### src/rtl/lead_pkg.sv
// Package: shared constants for the leading-one locator.
// Assumes the input width is a multiple of SEG_W.
package lead_pkg;
    localparam int SEG_W = 16;
    localparam int LOC_W = $clog2(SEG_W);

    // Width needed to hold a length from 0 up to w inclusive.
    function automatic int len_bits(input int w);
        return $clog2(w + 1);
    endfunction
endpackage

### src/rtl/prio_tree.sv
// prio_tree: balanced tree that returns the value carried by the
// highest-numbered leaf whose flag is set. Depth is ceil(log2(N)).
// Assumes N >= 1; unused padding leaves are tied empty.
module prio_tree #(
    parameter int N  = 16,
    parameter int VW = 4
) (
    input  logic [N-1:0]         leaf_ok,
    input  logic [N-1:0][VW-1:0] leaf_val,
    output logic                 any,
    output logic [VW-1:0]        val
);
    localparam int LV = (N > 1) ? $clog2(N) : 0;
    localparam int NP = 1 << LV;

    // Heap layout: node k has children 2k and 2k+1, leaves at NP..2NP-1.
    logic          node_ok  [1:2*NP-1];
    logic [VW-1:0] node_val [1:2*NP-1];

    genvar g;
    generate
        for (g = 0; g < NP; g++) begin : g_leaf
            if (g < N) begin : g_real
                assign node_ok[NP+g]  = leaf_ok[g];
                assign node_val[NP+g] = leaf_val[g];
            end else begin : g_pad
                assign node_ok[NP+g]  = 1'b0;
                assign node_val[NP+g] = '0;
            end
        end
        for (g = 1; g < NP; g++) begin : g_node
            // Upper child wins whenever it holds a set flag.
            assign node_ok[g]  = node_ok[2*g] | node_ok[2*g+1];
            assign node_val[g] = node_ok[2*g+1] ? node_val[2*g+1] : node_val[2*g];
        end
    endgenerate

    assign any = node_ok[1];
    assign val = node_val[1];
endmodule

### src/rtl/seg_stage.sv
// seg_stage: first pipeline stage. Each SEG_W-bit segment finds, in
// parallel, whether it holds a set bit and where its highest one is.
// Assumes W is a multiple of SEG_W.
module seg_stage
    import lead_pkg::*;
#(
    parameter int W = 1024
) (
    input  logic                         clk,
    input  logic                         rst_n,
    input  logic                         in_vld,
    input  logic [W-1:0]                 in_data,
    output logic                         s1_vld,
    output logic [W/SEG_W-1:0]           s1_hit,
    output logic [W/SEG_W-1:0][LOC_W-1:0] s1_loc
);
    localparam int NSEG = W / SEG_W;

    logic [NSEG-1:0]            hit_c;
    logic [NSEG-1:0][LOC_W-1:0] loc_c;

    genvar s, b;
    generate
        for (s = 0; s < NSEG; s++) begin : g_seg
            logic [SEG_W-1:0]            seg;
            logic [SEG_W-1:0][LOC_W-1:0] idx;
            assign seg = in_data[s*SEG_W +: SEG_W];
            for (b = 0; b < SEG_W; b++) begin : g_idx
                assign idx[b] = LOC_W'(b);
            end
            prio_tree #(.N(SEG_W), .VW(LOC_W)) u_scan (
                .leaf_ok (seg),
                .leaf_val(idx),
                .any     (hit_c[s]),
                .val     (loc_c[s])
            );
            // Guard: the reported bit is set and nothing above it is.
            always_comb begin
                if (hit_c[s]) begin
                    p_seg_top_r8: assert ((seg >> loc_c[s]) == SEG_W'(1));
                end
            end
        end
    endgenerate

    // Register the per-segment findings and the valid bit.
    always_ff @(posedge clk) begin
        if (!rst_n) begin
            s1_vld <= 1'b0;
            s1_hit <= '0;
            s1_loc <= '0;
        end else begin
            s1_vld <= in_vld;
            s1_hit <= hit_c;
            s1_loc <= loc_c;
        end
    end
endmodule

### src/rtl/merge_stage.sv
// merge_stage: second pipeline stage. Picks the highest segment with a
// set bit and turns segment number plus local position into a length.
// Assumes inputs come straight from seg_stage registers.
module merge_stage
    import lead_pkg::*;
#(
    parameter int W  = 1024,
    parameter int LW = 11
) (
    input  logic                          clk,
    input  logic                          rst_n,
    input  logic                          s1_vld,
    input  logic [W/SEG_W-1:0]            s1_hit,
    input  logic [W/SEG_W-1:0][LOC_W-1:0] s1_loc,
    output logic                          out_vld,
    output logic [LW-1:0]                 out_len,
    output logic                          out_zero
);
    localparam int NSEG = W / SEG_W;

    logic [NSEG-1:0][LW-1:0] cand;
    logic                    found;
    logic [LW-1:0]           best;

    genvar s;
    generate
        for (s = 0; s < NSEG; s++) begin : g_cand
            // Length if this segment turns out to be the highest non-empty one.
            assign cand[s] = LW'(s * SEG_W + 1) + {{(LW-LOC_W){1'b0}}, s1_loc[s]};
        end
    endgenerate

    prio_tree #(.N(NSEG), .VW(LW)) u_pick (
        .leaf_ok (s1_hit),
        .leaf_val(cand),
        .any     (found),
        .val     (best)
    );

    // Register the final length, zero flag and valid bit.
    always_ff @(posedge clk) begin
        if (!rst_n) begin
            out_vld  <= 1'b0;
            out_len  <= '0;
            out_zero <= 1'b0;
        end else begin
            out_vld  <= s1_vld;
            out_len  <= found ? best : '0;
            out_zero <= ~found;
        end
    end
endmodule

### src/rtl/lead_len.sv
// lead_len: two-stage significant-length finder for a wide vector.
// Stage 1 scans segments in parallel, stage 2 merges them by a tree.
// Assumes W is a multiple of 16; accepts one vector per cycle.
module lead_len
    import lead_pkg::*;
#(
    parameter int W  = 1024,
    parameter int LW = len_bits(W)
) (
    input  logic          clk,
    input  logic          rst_n,
    input  logic          in_vld,
    input  logic [W-1:0]  in_data,
    output logic          out_vld,
    output logic [LW-1:0] out_len,
    output logic          out_zero
);
    localparam int NSEG = W / SEG_W;

    logic                         s1_vld;
    logic [NSEG-1:0]              s1_hit;
    logic [NSEG-1:0][LOC_W-1:0]   s1_loc;

    seg_stage #(.W(W)) u_seg (
        .clk    (clk),
        .rst_n  (rst_n),
        .in_vld (in_vld),
        .in_data(in_data),
        .s1_vld (s1_vld),
        .s1_hit (s1_hit),
        .s1_loc (s1_loc)
    );

    merge_stage #(.W(W), .LW(LW)) u_merge (
        .clk     (clk),
        .rst_n   (rst_n),
        .s1_vld  (s1_vld),
        .s1_hit  (s1_hit),
        .s1_loc  (s1_loc),
        .out_vld (out_vld),
        .out_len (out_len),
        .out_zero(out_zero)
    );

    // Valid moves one stage per cycle.
    p_stage1_delay_r4: assert property (@(posedge clk) disable iff (!rst_n)
        $past(rst_n) |-> (s1_vld == $past(in_vld)));
    p_stage2_delay_r4: assert property (@(posedge clk) disable iff (!rst_n)
        $past(rst_n) |-> (out_vld == $past(s1_vld)));
    // Zero flag and length agree.
    p_zero_len_r2: assert property (@(posedge clk) disable iff (!rst_n)
        out_vld |-> (out_zero == (out_len == '0)));
    // Length never exceeds the width.
    p_len_bound_r6: assert property (@(posedge clk) disable iff (!rst_n)
        out_vld |-> (out_len <= LW'(W)));
endmodule

### config.mk
export PLATFORM = sky130hd
export DESIGN_NAME = lead_len
export DESIGN_NICKNAME = d
export VERILOG_FILES = /design/src/rtl/lead_pkg.sv /design/src/rtl/prio_tree.sv /design/src/rtl/seg_stage.sv /design/src/rtl/merge_stage.sv /design/src/rtl/lead_len.sv
export SDC_FILE = /design/constraint.sdc
export NUM_CORES = 2
export LEC_CHECK = 0
export ABC_AREA = 1
export BUFFER_PORTS_ARGS = -buffer_cell sky130_fd_sc_hd__buf_2
export CORE_AREA = 2 2 408 410
export DETAILED_ROUTE_END_ITERATION = 16
export DIE_AREA = 0 0 410 412
export GPL_TIMING_DRIVEN = 1
export HOLD_SLACK_MARGIN = 0.03
export PLACE_DENSITY = 0.43
export REMOVE_ABC_BUFFERS = 1
export SLEW_MARGIN = 20
export SYNTH_ARGS = -nofsm -noshare
export SYNTH_HDL_FRONTEND = slang
export SYNTH_SLANG_ARGS = --single-unit
### constraint.sdc
create_clock -name clk -period 2.2 [get_ports clk]
set_input_delay 0.44 -clock clk [delete_from_list [all_inputs] [get_ports clk]]
set_output_delay 0.44 -clock clk [all_outputs]
set_load 0.01 [all_outputs]
==> qor.yml <==
outcome:
  status: "complete, no violations"
power_and_ir_drop:
  ir_drop_v: 0.0004511
  leakagePower_nw: 16.21
  power_density_mw_per_mm2: 543.1
  total_power_mw: 18.16
hold_path:
  worstHoldPathType: "input port to flip-flop"
placed_design:
  dpl.hpwl_um: 121500
  dp_cells: 6935
  pre_cts_ws_ns: -0.1066
  io_buffers: 1039
  place_congestion: 0.9951
timing:
  hold_violations: 0
  fin_skew_ns: 0.03634
  slew_viol_final: 0
  min_period_ns: 2.067
  whs_ns: 0.1653
  fin_crit_sh_pct: 93.93
  relSlewSlack_pct: 55.38
  timing.fmax_mhz: 483.9
  tightest_slew_ns: 0.6605
  setup_slack_ns: 0.1335
  finalSetupViolations: 0
  grt_setup_unrepaired: "false"
clocking:
  cts_buffer_depth: 3
  clk_latency_ns: 0.61
  cts_made_buffers: 45
  cts_root_buf: "clkbuf_16"
  clock-sinks: 334
  cts_tree: "done"
  path_clk_slew_ns: 0.06
  htreeDepth: 2
flow_run:
  drv_cap: 0
cells_and_area:
  area_growth_syn_to_layout_pct: 47.17
  final_common_cell: "buf_2"
  finalNonFillerCells: 7049
  drive_gt1_share_pct: 27.61
  fillers: 18815
  final_nets: 5899
  mostFrequentLayoutCells: "buf_2 (1039), inv_1 (569), nand2_1 (546)"
routing:
  drt-total-wl_um: 137200
  wl_per_cell_um: 19.46
  drtIter0Drc: 2058
  dr.pass1.iters: 6
  ant_nets: 0
  vias: 29759
  drc: 0
  vias_per_cell: 4.222
floorplan:
  die_h_um: 412
  rows: 149
  dieWidth_um: 410
  ioPinCount: 1040
  core_sq_mm: 0.1642
  initial_utilization_pct: 13.84
  dieArea_sq_mm: 0.1689
synthesis:
  syn-cell-area_sq_mm: 0.02273
  synth_cells: 3590
  synth-seq-cells: 334
  synth_top_flop_cell: "dfxtp_1"
  synth_warnings: 0
  synth_top_area_share_pct: 29.42
  synth_edf_count: 0
  synthDistinctLibCells: 47
  avgSynthCellArea_sq_um: 6.331
  synthArstFlopShare_pct: 0
  yosysSeqAreaShare_pct: 29.42
  synthTopCellsByArea: "dfxtp_1 (29%), a21oi_1 (10%), inv_1 (9.4%)"
  yosysTopAreaCell: "dfxtp_1"
global_route:
  grt_pass1_wl_um: 191000
  grt_pass1_vias: 29071
  grt_overflow: 0
  grt_usage_pct: 15.39
  grt_max_degree: 53
  antenna_found_initial: 62
setup_path:
  cp_max_fo: 10
  cp_data_arrival_time_ns: 2.57
  crit_path_max_incr_delay_ns: 0.39
  crit_type: "flip-flop to flip-flop"
  start_kind: "flip-flop"
  slowest_stage: "dfxtp_1"
  r2r_slack_ns: 0.13
  endpoint_kind: "flip-flop"
  cp_cell_sequence: "nor2_4 > nand3_1 > nor2_4 > nand4_4 > clkinv_2 > nand3_1 > a21oi_1 > nor2_1 > nor2_1 > nor2_2"
  worstPathRequired_ns: 2.70
final timing paths:
path / endpoint / start / depth (start not counted)
worst max-delay path: u_merge.out_len[4]$_SDFF_PN0_ / u_seg.s1_hit[31]$_SDFF_PN0_ / 10
worst min-delay path: u_seg.s1_vld$_SDFF_PN0_ / rst_n / 3
worst max register to register: u_merge.out_len[4]$_SDFF_PN0_ / u_seg.s1_hit[31]$_SDFF_PN0_ / 10
worst min register to register: u_merge.out_vld$_SDFF_PN0_ / u_seg.s1_vld$_SDFF_PN0_ / 2
final cells by class:
class	count	area, sq um	share of cell area, %
Sequential cell	334	6689	20.00
Clock buffer	61	1309	3.913
Antenna cell	28	70.07	0.2095
Multi-Input combinational cell	2630	13690	40.92
Inverter	583	2206	6.595
Tap cell	2189	2739	8.189
Clock inverter	18	216.5	0.6472
Timing Repair Buffer	1206	6531	19.53
sequential cells by signal (all words and copies together), names as in the netlist:
register	cells
u_seg.s1_loc	256
u_merge.out_vld	1
u_merge.out_len	11
u_merge.out_zero	1
u_seg.s1_hit	64
u_seg.s1_vld	1
synth_stat cells (all sizes together), types with 38 or more instances:
| library cell | number |
|---|---|
| nand3 | 313 |
| inv | 581 |
| nand2 | 550 |
| o21a | 66 |
| nor4 | 129 |
| a31oi | 69 |
| ha | 72 |
| dfxtp | 334 |
| o31ai | 65 |
| nand4 | 55 |
| a21oi | 460 |
| a41oi | 64 |
| o21ai | 169 |
| nor2 | 530 |
| clkbuf | 38 |
cells by family after synthesis:
logic type	Yosys count	share of synthesized area [%]
AOI/OAI and AO/OA	941	24.20
xor gates and xnor gates	21	0.8093
adders and majority gates	72	3.964
buffers and inverters	627	10.50
DFF	334	29.42
and+or+nand+nor	1595	31.11
worst max-delay path: cells and delay by family, from the launching register on:
family / cells / cell delay [ns]
buffers and inverters: 1 / 0.19
DFF: 1 / 0.39
and+or+nand+nor: 8 / 1.11
AOI/OAI and AO/OA: 1 / 0.26
metal layers:
metal | global-route usage [%] | vias to the layer above | share of wire [%]
met3 | 2.865 | 157 | 6.3
met1 | 19.90 | 13844 | 44
li1 | - | 14758 | -
met5 | 0 | - | 0.082
met2 | 26.28 | 984 | 47
met4 | 3.619 | 16 | 2.1
where the power goes:
group / total (mW) / internal, mW / switching (mW)
clock: 7.63 / 4.63 / 3.00
combinational: 3.71 / 1.56 / 2.15
sequential: 6.82 / 6.44 / 0.382
total: 18.2 / 12.6 / 5.54
timing repair:
item / CTS / global route
endpoints found under the setup margin: 2 / 10
gates cloned: 0 / 1
hold buffers: 1 / 0
buffers inserted: 0 / 5
hold endpoints to repair: 1 / 0
gates resized for setup: 2 / 9
pin swaps: 0 / 4
per-stage QoR:
stage	instance area (sq um)	setup TNS [ns]	utilization, %
floorplan	22540	-314.50	-
global placement	31770	-0.06398	19.34
detailed placement	31770	-0.1354	19.34
CTS	33310	0	20.28
global route	33400	0	20.34
finish	33450	0	20.36
(Power assumes the default switching activity.)
